## src/rtl/fcmp_pkg.sv

```systemverilog
package fcmp_pkg;

   localparam logic [2:0] OP_EQ = 3'd0;
   localparam logic [2:0] OP_NE = 3'd1;
   localparam logic [2:0] OP_LT = 3'd2;
   localparam logic [2:0] OP_LE = 3'd3;
   localparam logic [2:0] OP_GT = 3'd4;
   localparam logic [2:0] OP_GE = 3'd5;

   localparam int FLAG_W   = 5;
   localparam int FLAG_INV = 4;

   typedef struct packed {
      logic is_nan;
      logic is_snan;
      logic is_zero;
      logic sign;
   } fclass_t;

endpackage

```

## src/rtl/fcmp_classify.sv

```systemverilog
module fcmp_classify
   import fcmp_pkg::*;
#(
   parameter int EXP_W = 8,
   parameter int MAN_W = 23,
   localparam int W = EXP_W + MAN_W + 1
) (
   input  logic [W-1:0] x_i,
   output fclass_t      cls_o
);

   logic [EXP_W-1:0] exp_f;
   logic [MAN_W-1:0] man_f;

   assign exp_f = x_i[W-2:MAN_W];
   assign man_f = x_i[MAN_W-1:0];

   always_comb begin
      cls_o.sign    = x_i[W-1];
      cls_o.is_zero = (x_i[W-2:0] == '0);
      cls_o.is_nan  = (&exp_f) && (|man_f);
      cls_o.is_snan = (&exp_f) && (|man_f) && !man_f[MAN_W-1];
   end

endmodule

```

## src/rtl/fcmp_lane.sv

```systemverilog
module fcmp_lane
   import fcmp_pkg::*;
#(
   parameter int EXP_W = 8,
   parameter int MAN_W = 23,
   localparam int W = EXP_W + MAN_W + 1
) (
   input  logic [W-1:0] a_i,
   input  logic [W-1:0] b_i,
   input  logic [2:0]   op_i,
   input  logic         legal_i,
   input  logic         en_i,
   input  logic         old_i,
   output logic         bit_o,
   output logic         inv_o
);

   fclass_t ca, cb;
   logic    any_nan, any_snan, both_zero;
   logic    eq_r, lt_ab, lt_ba, rel;
   logic [W-2:0] mag_a, mag_b;

   fcmp_classify #(.EXP_W(EXP_W), .MAN_W(MAN_W)) u_cls_a (.x_i(a_i), .cls_o(ca));
   fcmp_classify #(.EXP_W(EXP_W), .MAN_W(MAN_W)) u_cls_b (.x_i(b_i), .cls_o(cb));

   assign mag_a     = a_i[W-2:0];
   assign mag_b     = b_i[W-2:0];
   assign any_nan   = ca.is_nan | cb.is_nan;
   assign any_snan  = ca.is_snan | cb.is_snan;
   assign both_zero = ca.is_zero & cb.is_zero;

   // Ordering on sign-magnitude: negative below positive, magnitude reversed when negative.
   always_comb begin
      eq_r  = !any_nan && ((a_i == b_i) || both_zero);
      lt_ab = 1'b0;
      lt_ba = 1'b0;
      if (!any_nan && !both_zero) begin
         if (ca.sign != cb.sign) begin
            lt_ab = ca.sign;
            lt_ba = cb.sign;
         end else if (!ca.sign) begin
            lt_ab = mag_a < mag_b;
            lt_ba = mag_b < mag_a;
         end else begin
            lt_ab = mag_a > mag_b;
            lt_ba = mag_b > mag_a;
         end
      end
   end

   always_comb begin
      unique case (op_i)
         OP_EQ:   rel = eq_r;
         OP_NE:   rel = !eq_r;
         OP_LT:   rel = lt_ab;
         OP_LE:   rel = lt_ab | eq_r;
         OP_GT:   rel = lt_ba;
         OP_GE:   rel = lt_ba | eq_r;
         default: rel = 1'b0;
      endcase
   end

   always_comb begin
      bit_o = old_i;
      inv_o = 1'b0;
      if (en_i && legal_i) begin
         bit_o = rel;
         inv_o = (op_i == OP_EQ || op_i == OP_NE) ? any_snan : any_nan;
      end
   end

   always_comb begin
      // NaN makes every relation except not-equal false
      if (en_i && legal_i && op_i != OP_NE && any_nan)
         assert_nan_false_R3: assert (bit_o == 1'b0) else $error("NaN gave a true relation");
      if (en_i && legal_i && op_i == OP_NE && any_nan)
         assert_ne_nan_set_R2: assert (bit_o == 1'b1) else $error("ne on NaN not set");
      if (en_i && legal_i && op_i == OP_EQ && both_zero)
         assert_zero_equal_R1: assert (bit_o == 1'b1) else $error("signed zeros unequal");
      assert_order_excl_R3: assert (!(lt_ab && lt_ba) && !(eq_r && lt_ab))
         else $error("ordering relations overlap");
   end

endmodule

```

## src/rtl/fcmp_flag_reduce.sv

```systemverilog
module fcmp_flag_reduce
   import fcmp_pkg::*;
#(
   parameter int N_LANES = 4
) (
   input  logic [N_LANES-1:0] inv_i,
   input  logic [N_LANES-1:0] en_i,
   output logic [FLAG_W-1:0]  flags_o
);

   logic inv_any;

   generate
      if (N_LANES == 1) begin : g_single
         assign inv_any = inv_i[0];
      end else begin : g_multi
         assign inv_any = |inv_i;
      end
   endgenerate

   always_comb begin
      flags_o = '0;
      flags_o[FLAG_INV] = inv_any;
   end

   always_comb begin
      // flags from switched-off lanes never reach the output
      if (en_i == '0)
         assert_idle_quiet_R9: assert (flags_o == '0) else $error("flag with no active lane");
   end

endmodule

```

## src/rtl/fcmp_mask_unit.sv

```systemverilog
module fcmp_mask_unit
   import fcmp_pkg::*;
#(
   parameter int N_LANES = 4,
   parameter int EXP_W   = 8,
   parameter int MAN_W   = 23,
   localparam int W      = EXP_W + MAN_W + 1,
   localparam int VEC_W  = N_LANES * W
) (
   input  logic [VEC_W-1:0]   a_vec,
   input  logic [VEC_W-1:0]   b_vec,
   input  logic [W-1:0]       scalar_b,
   input  logic               use_scalar,
   input  logic [2:0]         cmp_sel,
   input  logic [N_LANES-1:0] lane_en,
   input  logic [N_LANES-1:0] old_mask,
   output logic [N_LANES-1:0] mask_out,
   output logic [FLAG_W-1:0]  fflags
);

   generate
      if (N_LANES < 1 || EXP_W < 2 || MAN_W < 2) begin : g_bad_param
         $error("fcmp_mask_unit: parameter out of range");
      end
   endgenerate

   logic               legal;
   logic [N_LANES-1:0] inv_lane;

   // gt/ge exist only against the scalar; codes 6 and 7 are unused
   assign legal = (cmp_sel <= OP_GE) && !((cmp_sel >= OP_GT) && !use_scalar);

   generate
      for (genvar i = 0; i < N_LANES; i++) begin : g_lane
         logic [W-1:0] b_sel;
         assign b_sel = use_scalar ? scalar_b : b_vec[i*W +: W];
         fcmp_lane #(.EXP_W(EXP_W), .MAN_W(MAN_W)) u_lane (
            .a_i     (a_vec[i*W +: W]),
            .b_i     (b_sel),
            .op_i    (cmp_sel),
            .legal_i (legal),
            .en_i    (lane_en[i]),
            .old_i   (old_mask[i]),
            .bit_o   (mask_out[i]),
            .inv_o   (inv_lane[i])
         );
      end
   endgenerate

   fcmp_flag_reduce #(.N_LANES(N_LANES)) u_flags (
      .inv_i   (inv_lane),
      .en_i    (lane_en),
      .flags_o (fflags)
   );

   always_comb begin
      if (!legal)
         assert_illegal_hold_R4: assert (mask_out == old_mask && fflags == '0)
            else $error("illegal op changed outputs");
   end

endmodule

```

## config.mk

```make
export PLATFORM = sky130hd
export DESIGN_NAME = fcmp_mask_unit
export DESIGN_NICKNAME = d
export VERILOG_FILES = /design/src/rtl/fcmp_pkg.sv /design/src/rtl/fcmp_classify.sv /design/src/rtl/fcmp_lane.sv /design/src/rtl/fcmp_flag_reduce.sv /design/src/rtl/fcmp_mask_unit.sv
export SDC_FILE = /design/constraint.sdc
export NUM_CORES = 1
export LEC_CHECK = 0
export ABC_CLOCK_PERIOD_IN_PS = 3500
export BUFFER_PORTS_ARGS = -buffer_cell sky130_fd_sc_hd__buf_2
export CORE_AREA = 2 2 120 122
export DETAILED_ROUTE_END_ITERATION = 10
export DIE_AREA = 0 0 122 124
export GPL_TIMING_DRIVEN = 1
export MAX_ROUTING_LAYER = met4
export PLACE_DENSITY = 0.82
export SYNTH_ARGS = -nofsm -noshare
export SYNTH_HDL_FRONTEND = slang
export SYNTH_HIERARCHICAL = 1
export SYNTH_SLANG_ARGS = --single-unit
```

## constraint.sdc

```tcl
create_clock -name vclk -period 3.5
set_input_delay 0.35 -clock vclk [all_inputs]
set_output_delay 0.35 -clock vclk [all_outputs]
set_load 0.005 [all_outputs]
```

==> report_table.html <==
<table>
<tr><th>Metric</th><th>Value</th></tr>
<tr><th colspan="2">Hold path</th></tr>
<tr><td>Kind of path behind the tightest hold check</td><td>input pin to output pin</td></tr>
<tr><td>Destination of the worst hold path</td><td>mask_out[3]</td></tr>
<tr><td>Hold Path Depth</td><td>4</td></tr>
<tr><td>Startpoint of the tightest hold check path</td><td>old_mask[3]</td></tr>
<tr><th colspan="2">Power and ir drop</th></tr>
<tr><td>Maximum ir drop on the vdd rail</td><td>~0.071 mV</td></tr>
<tr><td>Clock share of power</td><td>0</td></tr>
<tr><td>Static power due to leakage</td><td>approximately 5.2 nW</td></tr>
<tr><td>Total power per unit cell area</td><td>around 130 mW/mm2</td></tr>
<tr><td>Total internal power</td><td>about 0.51 mW</td></tr>
<tr><td>Switching power</td><td>0.6213 mW</td></tr>
<tr><td>Share of power burned in combinational logic</td><td>1.000</td></tr>
<tr><td>Sequential share of power</td><td>0</td></tr>
<tr><td>Switching fraction of total power</td><td>0.5479</td></tr>
<tr><td>Total Power</td><td>about 1.1 mW</td></tr>
<tr><th colspan="2">Critical path</th></tr>
<tr><td>Worst Setup Start Kind</td><td>input pin</td></tr>
<tr><td>Type of element capturing the critical path</td><td>output pin</td></tr>
<tr><td>Crit Path Max Fanout</td><td>9</td></tr>
<tr><td>Data arrival time of the worst path</td><td>slightly above 3000 ps</td></tr>
<tr><td>CP Class</td><td>input pin to output pin</td></tr>
<tr><td>Data required time at the worst endpoint</td><td>~3200 ps</td></tr>
<tr><th colspan="2">Global route</th></tr>
<tr><td>Number of antenna violations at the first check in global routing</td><td>3</td></tr>
<tr><td>Pin count of the biggest net entering global routing</td><td>34</td></tr>
<tr><td>Number of global-route vias before repair</td><td>roughly 8,600</td></tr>
<tr><td>Wire length of the first global-routing pass</td><td>42,330 um</td></tr>
<tr><td>Overflow left after global routing</td><td>0</td></tr>
<tr><td>Total global routing track utilization</td><td>0.3754</td></tr>
<tr><th colspan="2">Logic synthesis</th></tr>
<tr><td>Post-Synthesis Mean Instance Area</td><td>6.283 um2</td></tr>
<tr><td>Post-synthesis cell type count</td><td>57</td></tr>
<tr><td>YS warnings</td><td>6</td></tr>
<tr><td>Synth Area in Compound Gates</td><td>0.2513</td></tr>
<tr><td>Ranking of synthesized cells by area</td><td>sky130_fd_sc_hd__ha_1 25%, sky130_fd_sc_hd__inv_1 15%, sky130_fd_sc_hd__o21ai_0 11%</td></tr>
<tr><td>Fraction of synthesized area in multiplexers</td><td>0.004765</td></tr>
<tr><td>Dominant combinational cell family by area after synthesis</td><td>simple AND/OR/NAND/NOR gates</td></tr>
<tr><td>Synthesized netlist cell count</td><td>about 1,000</td></tr>
<tr><td>Sequential element share of the synthesized area</td><td>0</td></tr>
<tr><td>Mapped cell area</td><td>0.006302 mm2</td></tr>
<tr><td>Parity-gate share of the synthesized area counting xor and xnor cells</td><td>0.005559</td></tr>
<tr><td>Share of Yosys cell area claimed by the top area cell type</td><td>0.2462</td></tr>
<tr><td>Cell accounting for the most synthesized area</td><td>sky130_fd_sc_hd__ha_1</td></tr>
<tr><td>Post-synthesis simple-gate area fraction</td><td>0.2988</td></tr>
<tr><td>Post-synthesis share of cell area spent on full adders, half adders and majority gates</td><td>0.2462</td></tr>
<tr><th colspan="2">STA</th></tr>
<tr><td>Worst hold slack after final layout</td><td>around 1100 ps</td></tr>
<tr><td>Fin Setup TNS</td><td>0 ps</td></tr>
<tr><td>Setup repair after global routing missed its margin</td><td>true</td></tr>
<tr><td>Final-report hold violation count</td><td>0</td></tr>
<tr><td>Number of failing setup endpoints in the final timing report</td><td>0</td></tr>
<tr><td>Maximum clock rate</td><td>0.2897 GHz</td></tr>
<tr><td>Final-report max-slew violation count</td><td>0</td></tr>
<tr><td>Fin crit period</td><td>~3500 ps</td></tr>
<tr><td>Final cycle utilization of the critical path</td><td>0.9863</td></tr>
<tr><td>Worst setup slack after layout</td><td>~48 ps</td></tr>
<tr><th colspan="2">Die</th></tr>
<tr><td>Starting Density</td><td>0.4594</td></tr>
<tr><td>Die Y</td><td>around 120 um</td></tr>
<tr><td>Chip width</td><td>between 100 and 150 um</td></tr>
<tr><td>Site row count</td><td>between 40 and 50</td></tr>
<tr><td>Io pins</td><td>slightly above 300</td></tr>
<tr><td>Die area</td><td>between 0.015 and 0.02 mm2</td></tr>
<tr><td>Core region area</td><td>approximately 0.014 mm2</td></tr>
<tr><th colspan="2">Place</th></tr>
<tr><td>Placed wire-length estimate</td><td>approximately 25,000 um</td></tr>
<tr><td>RD Place Congestion</td><td>a little over 1</td></tr>
<tr><td>Area after detailed placement</td><td>0.008655 mm2</td></tr>
<tr><td>Pre-CTS setup slack</td><td>-125.2 ps</td></tr>
<tr><td>Placed instance count</td><td>between 1,500 and 2,000</td></tr>
<tr><td>IO buf count</td><td>305</td></tr>
<tr><th colspan="2">Detailed routing</th></tr>
<tr><td>DRC marker count from the first detailed-route iteration</td><td>~720</td></tr>
<tr><td>Average wire per standard cell</td><td>18.87 um</td></tr>
<tr><td>Vias after detailed routing</td><td>about 9,000</td></tr>
<tr><td>DRC violation count after routing</td><td>0</td></tr>
<tr><td>Detailed-route wire length</td><td>about 30,000 um</td></tr>
<tr><td>Pre-antenna DRT Iters</td><td>5</td></tr>
<tr><td>Average vias per placed instance</td><td>~5.8</td></tr>
<tr><td>ANT nets after route</td><td>0</td></tr>
<tr><th colspan="2">Final layout</th></tr>
<tr><td>Total number of nets in the final design</td><td>approximately 1,800</td></tr>
<tr><td>Seq Cell Count</td><td>0</td></tr>
<tr><td>Fraction of layout instances using a drive strength above 1</td><td>0.3613</td></tr>
<tr><td>Final design instance area without fill</td><td>0.009047 mm2</td></tr>
<tr><td>Post-Layout Cell Count</td><td>approximately 1,600</td></tr>
<tr><td>Reg area</td><td>0 um2</td></tr>
<tr><td>Growth of design area from synthesis to finish</td><td>43.56%</td></tr>
<tr><td>Post-layout utilization of the core</td><td>0.6595</td></tr>
<tr><td>Total of clock buffers placed in the layout</td><td>0</td></tr>
<tr><th colspan="2">Run status</th></tr>
<tr><td>Status</td><td>finished clean</td></tr>
<tr><th colspan="2">Clock network</th></tr>
<tr><td>Quantity of hold-fixing buffers added after cts</td><td>0</td></tr>
<tr><th colspan="2">Job</th></tr>
<tr><td>Number of maximum-capacitance constraint violations</td><td>0</td></tr>
</table>
logic make-up (layout without fill, tap and decap cells):
group / after synthesis / after routing
other cells: 1 / 7
xor+xnor: 4 / 4
mux: 3 / 3
fa+ha+maj: 124 / 124
compound gates: 275 / 275
simple gates: 307 / 307
buf+inv: 289 / 667
layer usage:
layer  wire (um)  track usage
met5           0            -
met4        1742       0.2033
met3        3093      0.05586
met2       13450       0.6264
met1       11280       0.4353
Yosys cell counts (17+ instances only):
cell type / count
sky130_fd_sc_hd__nor3_1: 18
sky130_fd_sc_hd__o21ai_1: 20
sky130_fd_sc_hd__inv_1: 258
sky130_fd_sc_hd__nor2_1: 27
sky130_fd_sc_hd__nand3_1: 17
sky130_fd_sc_hd__o21ai_0: 134
sky130_fd_sc_hd__ha_1: 124
sky130_fd_sc_hd__nand4_1: 36
sky130_fd_sc_hd__and4_1: 23
sky130_fd_sc_hd__nand2_1: 67
sky130_fd_sc_hd__a21oi_1: 60
sky130_fd_sc_hd__nor4_1: 41
worst max-delay path, cell delays in order:
cell and delay (ps):
sky130_fd_sc_hd__buf_8 130, sky130_fd_sc_hd__buf_12 150, sky130_fd_sc_hd__nand2_1 100, sky130_fd_sc_hd__buf_12 130, sky130_fd_sc_hd__o21ai_1 130, sky130_fd_sc_hd__ha_1 370
sky130_fd_sc_hd__nand4_1 150, sky130_fd_sc_hd__nor4_2 400, sky130_fd_sc_hd__nand3_2 100, sky130_fd_sc_hd__a211o_1 340, sky130_fd_sc_hd__and4b_4 220, sky130_fd_sc_hd__nor4_2 250
sky130_fd_sc_hd__o22ai_1 120, sky130_fd_sc_hd__buf_2 140
power groups by stage:
stage	Clock, mW	Sequential, mW	Combinational, mW
finish	0.0000000984	0	1.13
global route	0.000000102	0	1.24
CTS	0	0	1.05
detailed placement	0	0	1.03
global placement	0	0	1.02
floorplan	0	0	0.538
cell usage in the layout (no fill, tap or decap), types with 12 or more instances in the layout:
master                     Yosys  layout
sky130_fd_sc_hd__buf_2         2     304
sky130_fd_sc_hd__inv_1       258     258
sky130_fd_sc_hd__ha_1        124     123
sky130_fd_sc_hd__buf_4        13      89
sky130_fd_sc_hd__o21ai_0     134      79
sky130_fd_sc_hd__o21ai_1      20      63
sky130_fd_sc_hd__a21oi_1      60      57
sky130_fd_sc_hd__nand2_1      67      47
sky130_fd_sc_hd__nor4_1       41      39
sky130_fd_sc_hd__nand4_1      36      36
sky130_fd_sc_hd__nor2_1       27      26
sky130_fd_sc_hd__and4_1       23      23
sky130_fd_sc_hd__nand3_1      17      17
sky130_fd_sc_hd__or4_4        16      17
sky130_fd_sc_hd__a211oi_1     16      15
sky130_fd_sc_hd__nor3_1       18      15
sky130_fd_sc_hd__nand2_2       1      14
sky130_fd_sc_hd__o21ai_2       0      12
final cells by class:
type | count | area [um2]
multi-input combinational | 717 | 5320
fill | 1319 | 4672
timing repair buffer | 409 | 2526
inverter | 258 | 968.4
tap | 180 | 225.2
antenna | 3 | 7.507
worst max path at each step:
| stage | startpoint | endpoint |
|---|---|---|
| after floorplan | use_scalar | mask_out[2] |
| after global placement | use_scalar | mask_out[3] |
| after detailed placement | use_scalar | mask_out[3] |
| after CTS | use_scalar | mask_out[2] |
| after global routing | use_scalar | mask_out[0] |
| final | use_scalar | mask_out[3] |
repair_timing:
action / 4_1_cts / 5_1_grt
pin swaps: 5 / 38
endpoints found under the setup margin: 5 / 5
cloned: 1 / 3
gates resized for setup: 23 / 99
setup buffers: 0 / 4
(Power assumes the default switching activity.)
